<file path="src/rtl/sig_pkg.sv">
package sig_pkg;
    // Number of remainder stages, equal to the degree of the divisor.
    localparam int SA_WIDTH = 5;
    // Divisor coefficients x^0..x^4; the x^5 term is the feedback itself.
    localparam logic [SA_WIDTH-1:0] SA_TAPS = 5'b10101;

    typedef logic [SA_WIDTH-1:0] sig_t;

    // Update controls shared by every stage cell.
    typedef struct packed {
        logic clear;
        logic shift;
        logic feedback;
    } cell_ctl_t;

    function automatic cell_ctl_t make_ctl(input logic clr, input logic en,
                                           input logic fb);
        cell_ctl_t c;
        c.clear    = clr;
        c.shift    = en & ~clr;
        c.feedback = fb;
        return c;
    endfunction
endpackage

</file>
<file path="src/rtl/sa_cell.sv">
module sa_cell import sig_pkg::*; #(
    parameter bit TAP = 1'b0
) (
    input  logic      clk,
    input  cell_ctl_t ctl,
    input  logic      d_in,
    output logic      q
);
    logic next_bit;

    generate
        if (TAP) begin : g_tap
            assign next_bit = d_in ^ ctl.feedback;
        end else begin : g_plain
            assign next_bit = d_in;
        end
    endgenerate

    always_ff @(posedge clk) begin
        if (ctl.clear) begin
            q <= 1'b0;
        end else if (ctl.shift) begin
            q <= next_bit;
        end
    end
endmodule

</file>
<file path="src/rtl/sa_bitcount.sv">
module sa_bitcount #(
    parameter int LIMIT = 8
) (
    input  logic clk,
    input  logic clr,
    input  logic en,
    output logic done
);
    localparam int CW = $clog2(LIMIT + 1);
    localparam logic [CW-1:0] LIMIT_C = CW'(LIMIT);

    logic [CW-1:0] cnt;

    always_ff @(posedge clk) begin
        if (clr) begin
            cnt <= '0;
        end else if (en && (cnt != LIMIT_C)) begin
            cnt <= cnt + 1'b1;
        end
    end

    assign done = (cnt == LIMIT_C);
endmodule

</file>
<file path="src/rtl/sig_analyzer.sv">
module sig_analyzer import sig_pkg::*; #(
    parameter int STREAM_LEN = 8
) (
    input  logic                clk,
    input  logic                clr,
    input  logic                en,
    input  logic                din,
    output logic [SA_WIDTH-1:0] signature,
    output logic                quo_bit,
    output logic                ready
);
    sig_t      stage_q;
    sig_t      chain_in;
    cell_ctl_t ctl;

    assign ctl = make_ctl(clr, en, stage_q[SA_WIDTH-1]);

    generate
        for (genvar g = 0; g < SA_WIDTH; g++) begin : g_stage
            if (g == 0) begin : g_head
                assign chain_in[g] = din;
            end else begin : g_link
                assign chain_in[g] = stage_q[g-1];
            end
            sa_cell #(.TAP(SA_TAPS[g])) u_cell (
                .clk  (clk),
                .ctl  (ctl),
                .d_in (chain_in[g]),
                .q    (stage_q[g])
            );
        end
    endgenerate

    sa_bitcount #(.LIMIT(STREAM_LEN)) u_count (
        .clk  (clk),
        .clr  (clr),
        .en   (en),
        .done (ready)
    );

    assign signature = stage_q;
    assign quo_bit   = stage_q[SA_WIDTH-1];
endmodule

</file>
<file path="config.mk">
export PLATFORM = sky130hd
export DESIGN_NAME = sig_analyzer
export DESIGN_NICKNAME = d
export VERILOG_FILES = /design/src/rtl/sig_pkg.sv /design/src/rtl/sa_cell.sv /design/src/rtl/sa_bitcount.sv /design/src/rtl/sig_analyzer.sv
export SDC_FILE = /design/constraint.sdc
export NUM_CORES = 1
export LEC_CHECK = 0
export BUFFER_PORTS_ARGS = -buffer_cell sky130_fd_sc_hd__buf_2
export CORE_UTILIZATION = 30
export CTS_BUF_LIST = sky130_fd_sc_hd__clkbuf_8
export DETAILED_ROUTE_END_ITERATION = 16
export SLEW_MARGIN = 20
export SYNTH_ARGS = -nofsm -noshare
export SYNTH_HDL_FRONTEND = slang
export SYNTH_SLANG_ARGS = --single-unit
</file>
<file path="constraint.sdc">
create_clock -name clk -period 1.4 [get_ports clk]
set_input_delay 0.14 -clock clk [delete_from_list [all_inputs] [get_ports clk]]
set_output_delay 0.14 -clock clk [all_outputs]
set_load 0.02 [all_outputs]
</file>
# Word-level counts from Yosys, hierarchy flattened
# Index checks and enable logic that the tools add are counted.
# word_totals
ramBits	0
word_cells	15
latch_bits	0
regBits	9
input_bits	4
out_inout_bits	7
mem_bits_ro	0
mem_count	0
# classes
n_eq_ne	2
addsub	1
multipliers	0
n_mux	0
order_cmp	0
div_mod_pow	0
reduce_logical	1
shift	0
n_bitwise	5
# ops
operator	n
adder 4 x 1 -> 4 bit, second input constant	1
== test 4 bit, second input constant	1
inequality test 4 bit, second input constant	1
bitwise XOR 1 bit	3
bitwise AND 1 bit	1
logical AND 1 bit	1
NOT 1 bit	1

# Longest topological paths before layout
# Gate-level depths: netlist of the first run.
# logic_depth
ltp_word	2
ltp_mapped	5
depth_no_buf	5

# Cells and area by module
# A second synthesis of the first run with hierarchy kept.
# unflattened
hier_cells	43
hier_area_um2	439.2
# modules_own_cells
module	area_per_inst_um2	n_inst	seq_area_each_um2	cells_each
sa_bitcount	215.2	1	80.1	23
sa_cell at g_stage[0].u_cell ...	45.0	3	20.0	4
sa_cell at g_stage[1].u_cell ...	33.8	2	20.0	3
sig_analyzer	21.3	1	0.0	2

# Worst setup path before layout of the first run
# OpenSTA, ideal clock, no wires.
# synth_timing
kind	reg-to-reg
start	register u_count.cnt[0]
end	register u_count.cnt[0]
path_slack_ns	0.150
setup_ns	0.121
path_stages_with_launch	6
path_buffers	0
arrival_time_ns	1.129
required_ns	1.279
cell_sequence	dfxtp_1 -> inv_1 -> ha_1 -> nand2_1 -> o21a_1 -> mux2_2
# synth_between
elab_chain_len	2
word_cells_on_any_way	3
cone_classes	1 x add/sub; 1 x eq/ne; 1 x reduce/logical
# synth_rtl
item	line_no	text
start: declaration	sa_bitcount.sv:12	logic [CW-1:0] cnt;
start signal: assignment	sa_bitcount.sv:18	cnt <= cnt + 1'b1;
parallel branches: the longest is 2 deep, another holds adder 4 x 1 -> 4 bit	--	
# Parallel ways; which one is timed is not known.
# A chain may end at the register's enable or synchronous reset.

# Worst setup path in the final report of the first run
# layout_timing
start	register u_count.cnt[1]
end	register u_count.cnt[0]
# layout_between
elab_chain_len	2
# layout_rtl
item	line_no	text
inequality test 4 bit	sa_bitcount.sv:17	end else if (en && (cnt != LIMIT_C)) begin
logical AND 1 bit	sa_bitcount.sv:17	
# No other way between the ends.

==> qor.yml, run 1 <==
outcome:
  status: "complete, no violations"
floorplan:
  die_area_um2: 1680
  rows: 13
  die_h_um: 41.0
  die_x_um: 41.0
  start_util_pct: 33.8
  core_um2: 1350
  io_pins: 11
cells_and_area:
  multi_input_area_um2: 216
  antenna_cells: 0
  layout_common_cells: "buf_2 (10), nor2_1 (9), dfxtp_1 (8)"
  nNetsFinal: 64
  fill_cells: 147
  final_common_cell: "buf_2"
  drive_above_1_share_pct: 31.6
  ff_latch_area_um2: 181
  finish.instance_area_um2: 527
  area_growth_pct: 15.3
  final_util_pct: 39.0
critical_path:
  cp.arrival_ns: 1.37
  slowest_delay_ns: 0.35
  r2r_setup_slack_ns: 0.14
  crit_fanout: 4
  crit_path_start_kind: "flip-flop"
  cp_top_family: "flip-flops"
  path_buf_inv: 1
  crit_path_end_kind: "flip-flop"
  slowest_stage: "dfxtp_2"
  r2r_cells: 5
  worstSetupPathType: "reg2reg"
  cp_cell_sequence: "inv_1 -> ha_1 -> nand2_1 -> o21a_1 -> mux2_2"
  cp_num_cells: 5
  worstPathRequired_ns: 1.51
worst_hold_path:
  hold_depth: 2
  hold_path.class: "in2reg"
global_route:
  antenna_found_initial: 0
  grt_max_degree: 12
  grtUsageTotal_pct: 10.7
  overflow: 0
  grt_pass1_vias: 259
  grt_pass1_wl_um: 1040
power_and_ir_drop:
  power.density_nw_per_um2: 1210
  ir_drop_uv: 641
  leakage_nw: 0.250
clock_tree:
  cts_root_buf: "clkbuf_8"
  cts_num_sinks: 9
  clock_path_buffers: 2
  cts.clk_slew.worst_paths_ns: 0.05
  cts_buffers: 3
  hold_buffers: 0
  cts_tree: "done"
  cts_max_level: 1
  clock_latency_ns: 0.23
placed_design:
  dpl.hpwl_um: 493
  place.gp.congestion: 0.718
  place_area_um2: 480
  portBuffers: 10
sta:
  fin_crit_ns: 1.26
  skew_ns: 0.00545
  tns_ns: 0
  tightest_slew_ns: 0.219
  rsz0062_at_grt: "no"
  setup_viol: 0
  fmax_mhz: 795
  slew_headroom_pct: 85.4
  maxSlewViolCount: 0
  post-route-period-util_pct: 89.9
  finalHoldViolCount: 0
synthesis:
  synth_fp_nets: 55
  syn_area_um2: 457
  synth.area.top_cells: "dfxtp_1 (39%), buf_4 (8.2%), nor2_1 (7.4%)"
  yosysSeqAreaShare_pct: 39.5
  synth_top_area_share_pct: 39.5
  synth.distinct_cells: 19
  synthCells: 49
  synth_area_per_cell_um2: 9.32
  yosys_warnings: 0
  ys_seq_elements: 9
  yosysTopAreaCell: "dfxtp_1"
routing:
  vias_per_cell: 4.53
  drtIter0Drc: 4
  totalWireLength_um: 656
  detail-route-antenna-nets: 0
  detail_route.wl_per_cell_um: 9.11
  first_pass_iters: 2
  drc_errors: 0
  vias: 326
flow_run:
  cap_violations: 0
-- stage by stage --
step / hold WS, ns / power, W / std cells / worst slack (ns)
final: 0.201 / 0.000635 / 72 / 0.142
after global routing: 0.222 / 0.000676 / 72 / 0.0331
after CTS: 0.208 / 0.000645 / 72 / 0.0914
after detailed placement: 0.447 / 0.000355 / 68 / 0.0977
after global placement: 0.446 / 0.000354 / 68 / 0.121
after floorplan: 0.324 / 0.000345 / 49 / 0.150
-- per-layer routing --
layer | track usage (%) | routed length [um]
met5 | 0 | 0
met4 | 7.50 | 12
met3 | 8.15 | 38
met2 | 16.8 | 309
met1 | 9.15 | 296
-- area by class of cell --
cell class / instances / share of cell area (%)
tap: 15 / 3.56
multi-input combinational: 31 / 41.1
clock inverter: 1 / 0.713
inverter: 2 / 1.43
sequential: 9 / 34.4
timing repair buffer: 11 / 10.9
clock buffer: 3 / 7.84
-- synth_stat cells --
cell      count
nand2b_1      2
a21oi_2       1
nand2_4       1
nor2_1        9
dfxtp_1       9
o21a_1        1
mux2_2        1
a211oi_1      2
nand4_1       1
xnor2_1       2
ha_1          2
or3b_1        1
xor2_1        2
buf_4         5
buf_6         1
inv_1         2
mux2i_1       3
nand2_1       3
clkbuf_1      1
-- report_power, final --
group	internal, W	switching, W	leakage [nW]
logic	0.0000314	0.0000379	0.149
clock network	0.000190	0.0000950	0.0269
registers	0.000271	0.0000100	0.0740
-- path summary, 6_finish.rpt --
check	startpoint	to
max	u_count.cnt[1]$_SDFFE_PP0P_	u_count.cnt[0]$_SDFFE_PP0P_
min	clr	u_count.cnt[2]$_SDFFE_PP0P_
max reg2reg	u_count.cnt[1]$_SDFFE_PP0P_	u_count.cnt[0]$_SDFFE_PP0P_
min reg2reg	u_count.cnt[1]$_SDFFE_PP0P_	u_count.cnt[1]$_SDFFE_PP0P_
-- flip-flops by register name, summed over array words and instances, names as in the netlist --
name / count
u_count.cnt: 4
g_stage.u_cell.q: 5
-- repair_timing --
item                       4_1_cts  5_1_grt
setup endpoints to repair        0        1
setup buffers                    0        0
resized for setup                0        1
-- cell families after synthesis --
logic type                 count (synthesis)  synth area share (%)
AOI/OAI and AO/OA                          4                  6.85
xor gates and xnor gates                   4                  7.67
adders and majority gates                  2                  5.48
buffers and inverters                      9                  13.2
DFF                                        9                  39.5
muxes                                      4                  9.04
and+or+nand+nor                           17                  18.4
No activity file was read; power rests on OpenSTA's default activity.
==> inputs of run 2 (changes only) <==
--- a/config.mk
+++ b/config.mk
@@ -6,6 +6,7 @@
 export NUM_CORES = 1
 export LEC_CHECK = 0
 export BUFFER_PORTS_ARGS = -buffer_cell sky130_fd_sc_hd__buf_2
+export CORE_MARGIN = 5
 export CORE_UTILIZATION = 30
 export CTS_BUF_LIST = sky130_fd_sc_hd__clkbuf_8
 export DETAILED_ROUTE_END_ITERATION = 16
==> qor.yml, run 2 (synthesis gave the netlist of run 1 again) <==
cells_and_area:
  multi_input_area_um2: 216
  largestRegisters: "g_stage.u_cell.q: 5 flops, u_count.cnt: 4 flops"
  area_growth_pct: 15.3
  stdcell_count: 73
  ff_latch_area_um2: 180
  antenna_cells: 0
  largest_reg_flops: 5
  final_util_pct: 35.8
  drive_above_1_share_pct: 29.8
  nNetsFinal: 64
  fill_cells: 170
  largest_register: "g_stage.u_cell.q"
  final_common_cell: "buf_2"
  layout_common_cells: "buf_2 (10), nor2_1 (9), dfxtp_1 (9)"
placed_design:
  place.gp.congestion: 0.640
  portBuffers: 10
  dp_cells: 69
  dpl.hpwl_um: 525
critical_path:
  r2r_setup_slack_ns: 0.10
  cp_cell_sequence: "inv_1 -> ha_1 -> nand2_1 -> o21a_1 -> mux2_2"
  slowest_stage: "dfxtp_1"
  r2r_start: "u_count.cnt[1]$_SDFFE_PP0P_"
  worstSetupPathType: "reg2reg"
  worstPathRequired_ns: 1.51
  crit_path_end_kind: "flip-flop"
  crit_fanout: 4
  r2r_cells: 5
  crit_path_start_kind: "flip-flop"
  path_buf_inv: 1
  cp.arrival_ns: 1.41
  rr_endpoint: "u_count.cnt[0]$_SDFFE_PP0P_"
  slowest_delay_ns: 0.37
  cp_top_family: "flip-flops"
sta:
  whs_ns: 0.199
  tns_ns: 0
  skew_ns: 0.00404
  finalHoldViolCount: 0
  fmax_mhz: 770
  setup_viol: 0
  slew_headroom_pct: 85.6
  maxSlewViolCount: 0
  tightest_slew_ns: 0.215
  post-route-period-util_pct: 92.8
  rsz0062_at_grt: "no"
  fin_crit_ns: 1.30
routing:
  detail_route.wl_per_cell_um: 9.44
  top_layer: "met4"
  drtIter0Drc: 1
  totalWireLength_um: 689
  drc_errors: 0
  vias: 317
  drt-met1-wl_um: 313
  detail-route-antenna-nets: 0
  wl_met3_um: 51
  first_pass_iters: 2
  wl_met2_um: 316
  vias_per_cell: 4.34
worst_hold_path:
  hp-start: "clr"
  hold_path.class: "in2reg"
  whs_endpoint: "u_count.cnt[2]$_SDFFE_PP0P_"
  hold_depth: 2
clock_tree:
  hold_buffers: 0
  cts_root_buf: "clkbuf_8"
  clock_latency_ns: 0.23
  postCtsSetupBuffers: 0
  cts_num_sinks: 9
  cts_max_level: 1
  cts-resized-gates: 0
  clock_path_buffers: 2
  cts_buffers: 3
  cts.clk_slew.worst_paths_ns: 0.04
  cts_tree: "done"
power_and_ir_drop:
  total_power_w: 0.000637
  p_sw_w: 0.000145
  power.density_nw_per_um2: 1210
  ir_drop_uv: 409
  swShare_pct: 22.7
  power.share.clock_pct: 45.0
  leakage_nw: 0.249
  pwr-share-seq_pct: 44.0
  intPower_w: 0.000492
  pwr-share-comb_pct: 11.0
global_route:
  grt_max_degree: 12
  antenna_found_initial: 0
  grt_pass1_vias: 262
  overflow: 0
  grt_pass1_wl_um: 1190
  grtUsageTotal_pct: 6.45
floorplan:
  die_h_um: 49.0
  rows: 14
  start_util_pct: 31.0
  core_um2: 1470
  die_area_um2: 2400
  die_x_um: 49.0
  io_pins: 11
flow_run:
  cap_violations: 0
outcome:
  status: "complete, no violations"
## run 2: how the worst max path moves through the flow
stage	startpoint	end	slack, ns	cells past startpoint
6_report	u_count.cnt[1]$_SDFFE_PP0P_	u_count.cnt[0]$_SDFFE_PP0P_	0.10	5
3_5_place_dp	u_count.cnt[1]$_SDFFE_PP0P_	u_count.cnt[0]$_SDFFE_PP0P_	0.1	5
4_1_cts	u_count.cnt[1]$_SDFFE_PP0P_	u_count.cnt[0]$_SDFFE_PP0P_	0.10	5
2_1_floorplan	u_count.cnt[0]$_SDFFE_PP0P_	u_count.cnt[0]$_SDFFE_PP0P_	0.15	5
5_1_grt	u_count.cnt[1]$_SDFFE_PP0P_	u_count.cnt[0]$_SDFFE_PP0P_	0.05	5
3_3_place_gp	u_count.cnt[1]$_SDFFE_PP0P_	u_count.cnt[0]$_SDFFE_PP0P_	0.13	5
## run 2: per-stage QoR
| stage | cell area [um^2] | setup slack, ns |
|---|---|---|
| global placement | 482 | 0.128 |
| global route | 527 | 0.0542 |
| detailed placement | 482 | 0.0998 |
| finish | 527 | 0.101 |
| CTS | 527 | 0.100 |
| floorplan | 457 | 0.150 |
## run 2: layout make-up
cell class	count	area share, %
Clock buffer	3	7.84
Clock inverter	1	0.713
Inverter	2	1.43
Multi-Input combinational cell	31	41.1
Sequential cell	9	34.2
Tap cell	16	3.80
Timing Repair Buffer	11	10.9
## run 2: metal layers
metal  vias up  track usage, %
met1       139            7.54
met4         0            2.69
met3         2            4.89
li1        167               -
met2         9            8.70
met5         -               0
## run 2: power by group through the flow
stage	combinational, W	clock [W]	sequential, W
after floorplan	0.0000604	0	0.000285
after CTS	0.0000714	0.000298	0.000280
after global placement	0.0000706	0	0.000284
after detailed placement	0.0000712	0	0.000285
final	0.0000698	0.000287	0.000280
after global routing	0.0000780	0.000318	0.000282
==> inputs of run 3 (changes only) <==
--- a/config.mk
+++ b/config.mk
@@ -6,10 +6,10 @@
 export NUM_CORES = 1
 export LEC_CHECK = 0
 export BUFFER_PORTS_ARGS = -buffer_cell sky130_fd_sc_hd__buf_2
-export CORE_MARGIN = 5
-export CORE_UTILIZATION = 30
+export CORE_AREA = 5 5 42 44
 export CTS_BUF_LIST = sky130_fd_sc_hd__clkbuf_8
 export DETAILED_ROUTE_END_ITERATION = 16
+export DIE_AREA = 0 0 47 49
 export SLEW_MARGIN = 20
 export SYNTH_ARGS = -nofsm -noshare
 export SYNTH_HDL_FRONTEND = slang
==> qor.yml, run 3 (synthesis gave the netlist of run 1 again) <==
global_route:
  grtUsageTotal_pct: 7.64
  grt_pass1_wl_um: 1290
  overflow: 0
  grt_max_degree: 12
  grt_pass1_vias: 299
  antenna_found_initial: 0
floorplan:
  io_pins: 11
  core_um2: 1400
  die_h_um: 49
  die_x_um: 47
  rows: 14
  start_util_pct: 32.6
  die_area_um2: 2300
critical_path:
  cp_cell_sequence: "inv_1 -> ha_1 -> nand2_1 -> o21a_1 -> mux2_2"
  r2r_setup_slack_ns: 0.08
  cp.arrival_ns: 1.44
  slowest_delay_ns: 0.36
  worstSetupPathType: "reg2reg"
  slowest_stage: "dfxtp_1"
  r2r_cells: 5
  crit_path_end_kind: "flip-flop"
  r2r_start: "u_count.cnt[0]$_SDFFE_PP0P_"
  rr_endpoint: "u_count.cnt[0]$_SDFFE_PP0P_"
  crit_fanout: 4
  worstPathRequired_ns: 1.51
  crit_path_start_kind: "flip-flop"
routing:
  vias: 318
  drc_errors: 0
  drtIter0Drc: 2
  detail-route-antenna-nets: 0
  first_pass_iters: 2
  totalWireLength_um: 731
  detail_route.wl_per_cell_um: 10.2
  vias_per_cell: 4.42
cells_and_area:
  stdcell_count: 72
  largest_register: "g_stage.u_cell.q"
  nNetsFinal: 63
  antenna_cells: 0
  final_common_cell: "buf_2"
  layout_common_cells: "buf_2 (10), nor2_1 (9), dfxtp_1 (9)"
  drive_above_1_share_pct: 28.6
  largestRegisters: "g_stage.u_cell.q: 5 flops, u_count.cnt: 4 flops"
  largest_reg_flops: 5
  area_growth_pct: 13.7
sta:
  tns_ns: 0
  fin_crit_ns: 1.32
  tightest_slew_ns: 0.224
  setup_viol: 0
  whs_ns: 0.203
  fmax_mhz: 757
  slew_headroom_pct: 85.1
  finalHoldViolCount: 0
  rsz0062_at_grt: "no"
  skew_ns: 0.00277
  post-route-period-util_pct: 94.4
  maxSlewViolCount: 0
placed_design:
  dp_cells: 68
  dpl.hpwl_um: 553
  place.gp.congestion: 0.677
  portBuffers: 10
outcome:
  status: "complete, no violations"
power_and_ir_drop:
  leakage_nw: 0.244
  ir_drop_uv: 596
  power.density_nw_per_um2: 1220
  pwr-share-comb_pct: 10.4
  power.share.clock_pct: 45.0
  p_sw_w: 0.000143
  intPower_w: 0.000489
  pwr-share-seq_pct: 44.6
  swShare_pct: 22.7
worst_hold_path:
  hp-start: "clr"
  hold_path.class: "in2reg"
  hold_depth: 2
  whs_endpoint: "u_count.cnt[2]$_SDFFE_PP0P_"
clock_tree:
  cts.clk_slew.worst_paths_ns: 0.04
  cts-resized-gates: 0
  postCtsSetupBuffers: 0
  hold_buffers: 0
  cts_tree: "done"
  clock_path_buffers: 2
  cts_num_sinks: 9
  clock_latency_ns: 0.23
  cts_buffers: 3
  cts_max_level: 1
  cts_root_buf: "clkbuf_8"
flow_run:
  cap_violations: 0
-- run 3: cell count changes in the layout (fill, tap and decap cells not counted), sizes merged --
| cell | change |
|---|---|
| buf | -1 |
-- run 3: power groups by stage --
stage	clock network (W)	registers [W]	logic [W]
2_1_floorplan	0	0.000285	0.0000604
3_3_place_gp	0	0.000286	0.0000654
3_5_place_dp	0	0.000286	0.0000673
4_1_cts	0.000296	0.000282	0.0000673
5_1_grt	0.000316	0.000283	0.0000751
6_report	0.000285	0.000282	0.0000658
-- run 3: per-stage QoR --
stage                     power, W  util (%)  cell area [um^2]  setup slack (ns)
after floorplan           0.000345         -               457             0.150
after global placement    0.000351      33.8               474             0.111
after detailed placement  0.000353      33.8               474            0.0791
after CTS                 0.000645      37.1               519            0.0700
after global routing      0.000674      37.1               519            0.0101
final                     0.000632      37.1               519            0.0782
-- run 3: worst max path at each step --
| stage | start | end | slack [ns] |
|---|---|---|---|
| finish | u_count.cnt[0]$_SDFFE_PP0P_ | u_count.cnt[0]$_SDFFE_PP0P_ | 0.08 |
| CTS | u_count.cnt[0]$_SDFFE_PP0P_ | u_count.cnt[0]$_SDFFE_PP0P_ | 0.07 |
| global route | u_count.cnt[0]$_SDFFE_PP0P_ | u_count.cnt[0]$_SDFFE_PP0P_ | 0.01 |
| floorplan | u_count.cnt[0]$_SDFFE_PP0P_ | u_count.cnt[0]$_SDFFE_PP0P_ | 0.15 |
| global placement | u_count.cnt[0]$_SDFFE_PP0P_ | u_count.cnt[0]$_SDFFE_PP0P_ | 0.11 |
| detailed placement | u_count.cnt[0]$_SDFFE_PP0P_ | u_count.cnt[0]$_SDFFE_PP0P_ | 0.08 |
-- run 3: layout make-up --
type	count	area [um^2]
fillers	153	882
multi-input cells	31	216
flip-flops and latches	9	180
repair buffers	10	50.0
clock buffers	3	41.3
well taps	16	20.0
inverters	2	7.51
clock inverters	1	3.75
-- run 3: per-layer routing --
| metal | up-vias | routed length, um | GRT usage [%] |
|---|---|---|---|
| met1 | 145 | 322 | 9.80 |
| met2 | 7 | 353 | 10.9 |
| met5 | - | 0 | 0 |
| li1 | 166 | - | - |
| met3 | 0 | 55 | 2.58 |
| met4 | 0 | 0 | 4.15 |
-- run 3: worst max-delay path: cells and delay by family, from the launching register on --
family	cells	cell delay, ns
buf+inv	1	0.07
fa+ha+maj	1	0.20
compound gates	1	0.15
simple gates	1	0.09
mux	1	0.34
flops	1	0.36
